--- src/rtl/dit_pkg.sv ---
package dit_pkg;

  localparam int REG_ADDR_W = 4;

  typedef enum logic [REG_ADDR_W-1:0] {
    RA_T1_CNT_LO = 4'd0,
    RA_T1_CNT_HI = 4'd1,
    RA_T1_LAT_LO = 4'd2,
    RA_T1_LAT_HI = 4'd3,
    RA_T2_LO     = 4'd4,
    RA_T2_HI     = 4'd5
  } reg_addr_e;

  // per-timer strobes produced by the address decoder
  typedef struct packed {
    logic lat_lo;   // replace latch low byte
    logic lat_hi;   // replace latch high byte
    logic load;     // copy latch (with new high byte) into the counter
    logic ack;      // acknowledge: pulse the clear output
  } tmr_strobe_t;

endpackage

--- src/rtl/dit_rst_sync.sv ---
module dit_rst_sync #(
  parameter int STAGES = 2
) (
  input  logic clk,
  input  logic rst_n,
  output logic rst_sync_n
);

  logic [STAGES-1:0] sync_q;

  always_ff @(posedge clk or negedge rst_n) begin
    if (!rst_n) begin
      sync_q <= '0;
    end else begin
      sync_q <= {sync_q[STAGES-2:0], 1'b1};
    end
  end

  assign rst_sync_n = sync_q[STAGES-1];

endmodule

--- src/rtl/dit_decode.sv ---
module dit_decode
  import dit_pkg::*;
#(
  parameter int ADDR_W = 4
) (
  input  logic              wr_en,
  input  logic              rd_en,
  input  logic [ADDR_W-1:0] addr,
  output tmr_strobe_t       st1,
  output tmr_strobe_t       st2
);

  logic a_t1_clo, a_t1_chi, a_t1_llo, a_t1_lhi, a_t2_lo, a_t2_hi;

  always_comb begin
    a_t1_clo = (addr == ADDR_W'(RA_T1_CNT_LO));
    a_t1_chi = (addr == ADDR_W'(RA_T1_CNT_HI));
    a_t1_llo = (addr == ADDR_W'(RA_T1_LAT_LO));
    a_t1_lhi = (addr == ADDR_W'(RA_T1_LAT_HI));
    a_t2_lo  = (addr == ADDR_W'(RA_T2_LO));
    a_t2_hi  = (addr == ADDR_W'(RA_T2_HI));
  end

  always_comb begin
    st1.lat_lo = wr_en & (a_t1_clo | a_t1_llo);
    st1.lat_hi = wr_en & (a_t1_chi | a_t1_lhi);
    st1.load   = wr_en & a_t1_chi;
    st1.ack    = (wr_en & (a_t1_chi | a_t1_lhi)) | (rd_en & a_t1_clo);

    st2.lat_lo = wr_en & a_t2_lo;
    st2.lat_hi = wr_en & a_t2_hi;
    st2.load   = wr_en & a_t2_hi;
    st2.ack    = (wr_en & a_t2_hi) | (rd_en & a_t2_lo);
  end

endmodule

--- src/rtl/dit_timer.sv ---
module dit_timer
  import dit_pkg::*;
#(
  parameter int BYTE_W     = 8,
  parameter int CAN_RELOAD = 1,  // 1: periodic mode available
  parameter int ARM_RST    = 1,  // 1: armed for one event out of reset
  localparam int CNT_W     = 2 * BYTE_W
) (
  input  logic              clk,
  input  logic              rst_n,
  input  logic              step,
  input  logic              free_run,
  input  tmr_strobe_t       st,
  input  logic [BYTE_W-1:0] wbyte,
  output logic [CNT_W-1:0]  count,
  output logic [CNT_W-1:0]  latch,
  output logic              fire,
  output logic              ack
);

  logic [CNT_W-1:0] lat_q, lat_d;
  logic [CNT_W-1:0] cnt_q, cnt_d;
  logic             wrap_q, wrap_d;   // counter sits at all-ones after passing zero
  logic             arm_q, arm_d;     // single-shot event still pending
  logic             fire_q, fire_d;
  logic             ack_q;
  logic             cont;
  logic             lat_we, cnt_we;

  generate
    if (CAN_RELOAD != 0) begin : g_periodic
      assign cont = free_run;
    end else begin : g_single
      assign cont = free_run & 1'b0;
    end
  endgenerate

  assign lat_we = st.lat_lo | st.lat_hi;
  assign cnt_we = st.load | step;

  // next-state
  always_comb begin
    lat_d = lat_q;
    if (st.lat_lo) lat_d[BYTE_W-1:0]     = wbyte;
    if (st.lat_hi) lat_d[CNT_W-1:BYTE_W] = wbyte;
  end

  always_comb begin
    cnt_d  = cnt_q;
    wrap_d = wrap_q;
    arm_d  = arm_q;
    fire_d = 1'b0;
    if (st.load) begin
      cnt_d  = {wbyte, lat_q[BYTE_W-1:0]};
      wrap_d = 1'b0;
      arm_d  = 1'b1;
    end else if (step) begin
      if (cont && wrap_q) begin
        cnt_d  = lat_q;
        wrap_d = 1'b0;
      end else begin
        cnt_d  = cnt_q - 1'b1;
        wrap_d = cont && (cnt_q == '0);
      end
      if (cnt_d == '0) begin
        fire_d = cont | arm_q;
        arm_d  = 1'b0;
      end
    end
  end

  // registers
  always_ff @(posedge clk or negedge rst_n) begin
    if (!rst_n) begin
      lat_q  <= '1;
      cnt_q  <= '1;
      wrap_q <= 1'b0;
      arm_q  <= (ARM_RST != 0);
      fire_q <= 1'b0;
      ack_q  <= 1'b0;
    end else begin
      if (lat_we) begin
        lat_q <= lat_d;
      end
      if (cnt_we) begin
        cnt_q  <= cnt_d;
        wrap_q <= wrap_d;
        arm_q  <= arm_d;
      end
      fire_q <= fire_d;
      ack_q  <= st.ack;
    end
  end

  assign count = cnt_q;
  assign latch = lat_q;
  assign fire  = fire_q;
  assign ack   = ack_q;

endmodule

--- src/rtl/dual_interval_timer.sv ---
module dual_interval_timer
  import dit_pkg::*;
#(
  parameter int BYTE_W = 8,
  parameter int ADDR_W = REG_ADDR_W,
  localparam int CNT_W = 2 * BYTE_W
) (
  input  logic              clk,
  input  logic              rst_n,
  input  logic              cnt_en,
  input  logic              t1_free_run,
  input  logic              wr_en,
  input  logic              rd_en,
  input  logic [ADDR_W-1:0] addr,
  input  logic [BYTE_W-1:0] wdata,
  output logic [BYTE_W-1:0] rdata,
  output logic              t1_flag_set,
  output logic              t2_flag_set,
  output logic              t1_flag_clr,
  output logic              t2_flag_clr
);

  logic             rst_sync_n;
  tmr_strobe_t      st1, st2;
  logic [CNT_W-1:0] t1_count, t1_latch, t2_count, t2_latch;
  logic [BYTE_W-1:0] rd_mux, rdata_q;
  logic [CNT_W-1:0]  t2_latch_unused;

  dit_rst_sync #(.STAGES(2)) u_rst (
    .clk        (clk),
    .rst_n      (rst_n),
    .rst_sync_n (rst_sync_n)
  );

  dit_decode #(.ADDR_W(ADDR_W)) u_dec (
    .wr_en (wr_en),
    .rd_en (rd_en),
    .addr  (addr),
    .st1   (st1),
    .st2   (st2)
  );

  dit_timer #(.BYTE_W(BYTE_W), .CAN_RELOAD(1), .ARM_RST(1)) u_t1 (
    .clk      (clk),
    .rst_n    (rst_sync_n),
    .step     (cnt_en),
    .free_run (t1_free_run),
    .st       (st1),
    .wbyte    (wdata),
    .count    (t1_count),
    .latch    (t1_latch),
    .fire     (t1_flag_set),
    .ack      (t1_flag_clr)
  );

  dit_timer #(.BYTE_W(BYTE_W), .CAN_RELOAD(0), .ARM_RST(0)) u_t2 (
    .clk      (clk),
    .rst_n    (rst_sync_n),
    .step     (cnt_en),
    .free_run (1'b0),
    .st       (st2),
    .wbyte    (wdata),
    .count    (t2_count),
    .latch    (t2_latch),
    .fire     (t2_flag_set),
    .ack      (t2_flag_clr)
  );

  // timer 2 latch is only reachable through its counter load
  assign t2_latch_unused = t2_latch;

  // read selection
  always_comb begin
    case (addr)
      ADDR_W'(RA_T1_CNT_LO): rd_mux = t1_count[BYTE_W-1:0];
      ADDR_W'(RA_T1_CNT_HI): rd_mux = t1_count[CNT_W-1:BYTE_W];
      ADDR_W'(RA_T1_LAT_LO): rd_mux = t1_latch[BYTE_W-1:0];
      ADDR_W'(RA_T1_LAT_HI): rd_mux = t1_latch[CNT_W-1:BYTE_W];
      ADDR_W'(RA_T2_LO):     rd_mux = t2_count[BYTE_W-1:0];
      ADDR_W'(RA_T2_HI):     rd_mux = t2_count[CNT_W-1:BYTE_W];
      default:               rd_mux = '0;
    endcase
  end

  always_ff @(posedge clk or negedge rst_sync_n) begin
    if (!rst_sync_n) begin
      rdata_q <= '0;
    end else if (rd_en) begin
      rdata_q <= rd_mux;
    end
  end

  assign rdata = rdata_q;

endmodule

--- config.mk ---
export PLATFORM = sky130hd
export DESIGN_NAME = dual_interval_timer
export DESIGN_NICKNAME = d
export VERILOG_FILES = /design/src/rtl/dit_pkg.sv /design/src/rtl/dit_rst_sync.sv /design/src/rtl/dit_decode.sv /design/src/rtl/dit_timer.sv /design/src/rtl/dual_interval_timer.sv
export SDC_FILE = /design/constraint.sdc
export NUM_CORES = 1
export LEC_CHECK = 0
export ABC_CLOCK_PERIOD_IN_PS = 2580
export BUFFER_PORTS_ARGS = -buffer_cell sky130_fd_sc_hd__buf_2
export CORE_MARGIN = 5
export CORE_UTILIZATION = 36
export DETAILED_ROUTE_END_ITERATION = 10
export REMOVE_ABC_BUFFERS = 1
export SLEW_MARGIN = 20
export SYNTH_ARGS = -nofsm -noshare
export SYNTH_HDL_FRONTEND = slang
export SYNTH_SLANG_ARGS = --single-unit
--- constraint.sdc ---
create_clock -name clk -period 2.58 [get_ports clk]
set_input_delay 0 -clock clk [delete_from_list [all_inputs] [get_ports clk]]
set_output_delay 0 -clock clk [all_outputs]
set_load 0.01 [all_outputs]
* Word-level counts from Yosys, hierarchy flattened
Index checks and enable logic that the tools add are counted.
Widths: inputs -> output; s select.
** Storage, ports and cells
- Register bits after elaboration :: 73
- Input port bits :: 18
- Word-level logic and storage cells :: 79
** Operators by class
- Add/sub/neg operators :: 2
- Eq/ne operators :: 5
- Multiplexer cells :: 25
- Bitwise operators :: 16
- Reduce and logical (&&, ||, !) cells :: 17
** Operators by type and width (number)
- $mux 16 :: 9
- $logic_not 16->1 :: 3
- $pmux 8 s6 :: 1
- $sub 16x1->16 const B :: 2
- $mux 1 :: 15
- $reduce_and 2->1 :: 5
- $or 1x1->1 :: 9
- $eq 4x2->1 const B :: 2
- $eq 4x3->1 const B :: 2
- $reduce_bool 2->1 :: 4
- $and 1x1->1 :: 7
- $reduce_and 3->1 :: 2
- $eq 4x1->1 const B :: 1
- $logic_not 4->1 :: 1
- $logic_and 1x1->1 :: 2

* Logic depth before layout (Yosys ltp)
- Depth after elaboration :: 8
- Depth in mapped cells :: 9
- Mapped depth without buffers :: 8

* Modules after synthesis
From an unflattened synthesis, not the netlist that was laid out.
** Unflattened totals
- Cell total of the unflattened synthesis :: 482
- Area total of the unflattened synthesis :: 4830.9 µm²
** By module, submodules not included
- dit_timer at u_t1 :: times used 1, cells an instance 221, area each 2118.3 µm²
- dit_timer at u_t2 :: times used 1, cells an instance 178, area each 1874.3 µm²
- dual_interval_timer :: times used 1, cells an instance 67, area each 693.2 µm²
- dit_decode :: times used 1, cells an instance 13, area each 91.3 µm²
- dit_rst_sync :: times used 1, cells an instance 3, area each 53.8 µm²

* Worst setup path before layout
Ideal clock, no wire load.
- Path kind :: register to register
- Start point :: register u_t2.cnt_q[0], in the netlist u_t2.count[0]
- End point :: register u_t2.fire_q, in the netlist u_t2.fire
- Setup time :: 0.119 ns
- Arrival time :: 2.161 ns
- Slack :: 0.300 ns
- Cell stages (with the launch flop) :: 10
- Path buffers :: 1
- Cell sequence :: dfstp_2 > clkbuf_1 > inv_1 > ha_1 > nor4b_4 > or4b_1 > mux2_2 > nand4b_1 > nor4_2 > and2_1
** Between the ends
- Longest elaborated chain between the ends :: 7
** RTL lines
- from (decl) :: line dit_timer.sv:22 : logic [CNT_W-1:0] cnt_q, cnt_d;
- from (signal assigned) :: line dit_timer.sv:86 : cnt_q <= cnt_d;
- $sub 16x1->16 :: line dit_timer.sv:62 : cnt_d = cnt_q - 1'b1;
- $mux 16 :: line dit_timer.sv:57 : end else if (step) begin
- $mux 16 :: line dit_timer.sv:53 : if (st.load) begin
- $logic_not 16->1 :: line dit_timer.sv:65 : if (cnt_d == '0) begin
- $mux 1 :: line dit_timer.sv:65
- $mux 1 :: line dit_timer.sv:57
- $mux 1 :: line dit_timer.sv:53
- named net u_t2.fire_d :: line dit_timer.sv:25 : logic fire_q, fire_d;
- to (signal assigned) :: line dit_timer.sv:90 : fire_q <= fire_d;
- to (decl) :: line dit_timer.sv:25
The timed path passes the listed nets, and every way through them passes these cells. The select of a mux whose other input is x is not followed.
A chain may end at the register's enable or synchronous reset.

* Final worst setup path
- Start point :: register u_t1.cnt_q[0], in the netlist u_t1.count[0]
- End point :: register u_t1.fire_q, in the netlist u_t1.fire
** Between the ends
- Longest elaborated chain between the ends :: 8
** RTL lines
- from (decl) :: line dit_timer.sv:22
- from (signal assigned) :: line dit_timer.sv:86
- $sub 16x1->16 :: line dit_timer.sv:62
- $mux 16 :: line dit_timer.sv:58 : if (cont && wrap_q) begin
- $mux 16 :: line dit_timer.sv:57
- $mux 16 :: line dit_timer.sv:53
- $logic_not 16->1 :: line dit_timer.sv:65
- $mux 1 :: line dit_timer.sv:65
- $mux 1 :: line dit_timer.sv:57
- $mux 1 :: line dit_timer.sv:53
- named net u_t1.fire_d :: line dit_timer.sv:25
- to (signal assigned) :: line dit_timer.sv:90
- to (decl) :: line dit_timer.sv:25
The timed path passes the listed nets, and every way through them passes these cells. The select of a mux whose other input is x is not followed.

==> run_results.csv <==
group,metric,value,unit
logic_synthesis,synth_seq_cells,73,
power_and_ir_drop,max-vdd-ir-drop,0.288,mV
floorplan,die-area,14700,sq um
cells_and_area,nNetsFinal,525,
clocking,root_buffer,"clkbuf_16",
logic_synthesis,async_reset_ff_share,100,%
logic_synthesis,synth_ff_type,"dfstp_2",
sta,fin_setup_tns,0,ps
sta,slew_headroom,50.8,%
sta,fin_hold_ws,51.4,ps
cells_and_area,final_area,5220,sq um
logic_synthesis,synth_top_area_share,33.6,%
detailed_routing,avgRoutedWirePerCell,18.4,um
clocking,cts.sinks,73,
sta,layout_setup_ws,226,ps
sta,skew,6.04,ps
power_and_ir_drop,power.density,982,nW/um^2
power_and_ir_drop,power.leakage,1.93,nW
sta,finalMaxSlewViolations,0,
floorplan,io-pin-count,30,
critical_path,critPathMaxFanout,7,
detailed_routing,firstDrtPassIters,5,
sta,hold_viol_final,0,
clocking,clockBufferDepth,2,
global_routing,grt_pass1_vias,3682,
sta,setup_viol,0,
placement,dpl_cell_area,4770,sq um
critical_path,arrival,2590,ps
detailed_routing,wl,12400,um
cells_and_area,stdcell_count,677,
cells_and_area,drive_above_1_share,32.0,%
clocking,cts_buffers,9,
placement,routabilityCongestion,0.879,
critical_path,critPathLaunchType,"register",
logic_synthesis,synth_edf_count,0,
placement,dp_hpwl,9190,um
logic_synthesis,avgSynthCellArea,9.44,sq um
floorplan,die_h,121,um
placement,pre_cts_ws,279,ps
sta,fmax,425,MHz
clocking,clk_latency,350,ps
floorplan,core,12100,sq um
floorplan,start_util,37.0,%
detailed_routing,drcViolationCount,0,
critical_path,crit_type,"reg -> reg",
cells_and_area,area_delta_synth_final,16.9,%
clocking,path_clk_slew,60,ps
sta,tightest_slew,734,ps
placement,io_buffers,29,
floorplan,die_w,121,um
global_routing,grt.total_usage,17.9,%
logic_synthesis,synth_warnings,0,
global_routing,grt_max_degree,34,
run,drv_cap,0,
sta,period_share,91.2,%
critical_path,worstPathRequired,2810,ps
cells_and_area,diodes,0,
sta,rsz0062_at_grt,"false",
detailed_routing,viasPerCell,5.61,
hold_path,hold_class,"in -> reg",
logic_synthesis,synth_cells,473,
detailed_routing,ant_nets,0,
detailed_routing,vias,3795,
logic_synthesis,syn_area,4460,sq um
critical_path,endpoint_kind,"register",
detailed_routing,initialDrtViolationCount,367,
logic_synthesis,synth_area_leaders,"dfstp_2, dfrtp_1, mux2_2, nand2_1, o21ai_0",
logic_synthesis,ys_types,69,
sta,min_period,2350,ps
global_routing,overflow,0,
clocking,h-tree-depth,3,
global_routing,antenna_found_initial,0,
outcome,run_status,"finished clean",
clocking,post_cts_buffers,0,
logic_synthesis,seq_area_frac_synth,42.5,%
clocking,cts_tree,"done",
floorplan,rows,40,
logic_synthesis,yosys.area.top_type,"dfstp_2",
placement,dpl.cell_count,649,
global_routing,grt_first_pass_wirelength,20300,um
[power breakdown]
group | internal, mW | leakage (nW) | switching [mW] | total (mW)
sequential | 1.73 | 0.810 | 0.610 | 2.34
clock | 0.806 | 0.154 | 0.500 | 1.31
combinational | 0.732 | 0.971 | 0.745 | 1.48
total | 3.27 | 1.93 | 1.86 | 5.12
[sequential cells by signal (all words and copies together) (netlist names), 2 cells and up]
name and cells:
rdata 8, u_rst.sync_q 2, u_t1.count 16, u_t1.latch 16, u_t2.count 16, u_t2.latch 8
[area by class of cell]
cell class	instances	area (sq um)
fill	1207	6850
sequential	73	1900
clock buffer	10	250
timing repair buffer	54	363
tap	168	210
clock inverter	6	65.1
multi-input combinational	352	2380
inverter	14	52.6
[critical path, stage by stage, from the launching register on]
cell,delay (ps)
dfstp_2,390
inv_1,110
ha_1,240
or3b_1,500
nor3_2,340
a311oi_1,90
a311oi_1,330
nor4_2,80
o2111a_1,150
[repair_timing]
| item | 4_1_cts | 5_1_grt |
|---|---|---|
| gates resized for setup | 0 | 1 |
| setup endpoints to repair | 0 | 2 |
| hold endpoints to repair | 42 | 0 |
| hold buffers | 12 | 0 |
[logic make-up (layout without fill, tap and decap cells)]
kind of cell,Yosys count,after routing,synth area share (%)
adders and majority gates,3,3,0.841
muxes,39,39,10.1
DFF,73,73,42.5
other,1,1,0.0840
and+or+nand+nor,166,166,20.5
AOI/OAI and AO/OA,119,119,16.7
buffers and inverters,48,84,4.43
xor gates and xnor gates,24,24,4.71
[through the flow]
| step | power, mW | utilization, % |
|---|---|---|
| floorplan | 3.23 | - |
| global placement | 3.76 | 39.6 |
| detailed placement | 3.78 | 39.6 |
| CTS | 5.12 | 43.2 |
| global route | 5.44 | 43.2 |
| finish | 5.12 | 43.2 |
[cells in the mapped netlist (all sizes together), types with 5 or more instances]
cell and number:
nor3 12, mux2i 8, clkbuf 21, mux2 29, inv 14, nor4 11, o21ai 42, buf 13
dfrtp 16, nand2 56, xnor2 15, or3 7, nor4b 6, nor2 29, a21oi 21, xor2 9
nand3 9, a22oi 5, dfstp 57, o22ai 11, a221oi 5
[per-layer routing]
layer	GRT usage (%)	part of all wire (%)	vias to the layer above
met1	25.0	47	1837
met2	26.2	44	145
met5	0	0	-
met4	9.24	3.2	0
li1	-	-	1789
met3	3.50	6.0	24
[final timing paths]
kind / startpoint / endpoint / slack (ps) / depth (start not counted)
min: cnt_en / u_t1.count[0] / 50 / 2
min in group asynchronous: u_rst.sync_q[1] / u_t2.arm_q / 330 / 0
max in group asynchronous: u_rst.sync_q[1] / u_t2.count[0] / 1430 / 1
max: u_t1.count[0] / u_t1.fire / 230 / 8
max reg2reg: u_t1.count[0] / u_t1.fire / 230 / 8
min reg2reg: u_rst.sync_q[1] / u_t2.arm_q / 330 / 0
[layout by cell type (no fill, tap or decap), types with 8 or more instances in the layout]
master,Yosys,layout
a21oi_1,21,21
buf_2,7,29
buf_4,0,13
clkbuf_16,0,10
dfrtp_1,16,15
dfstp_2,57,57
dlygate4sd3_1,0,12
inv_1,14,14
mux2_2,29,29
mux2i_1,8,8
nand2_1,56,56
nand3_1,9,9
nor2_1,29,28
nor3_1,10,10
nor4_1,10,9
o21ai_0,38,38
o22ai_1,11,11
xnor2_1,15,15
xor2_1,9,9
Note: power is estimated with default switching activity, not from simulation.
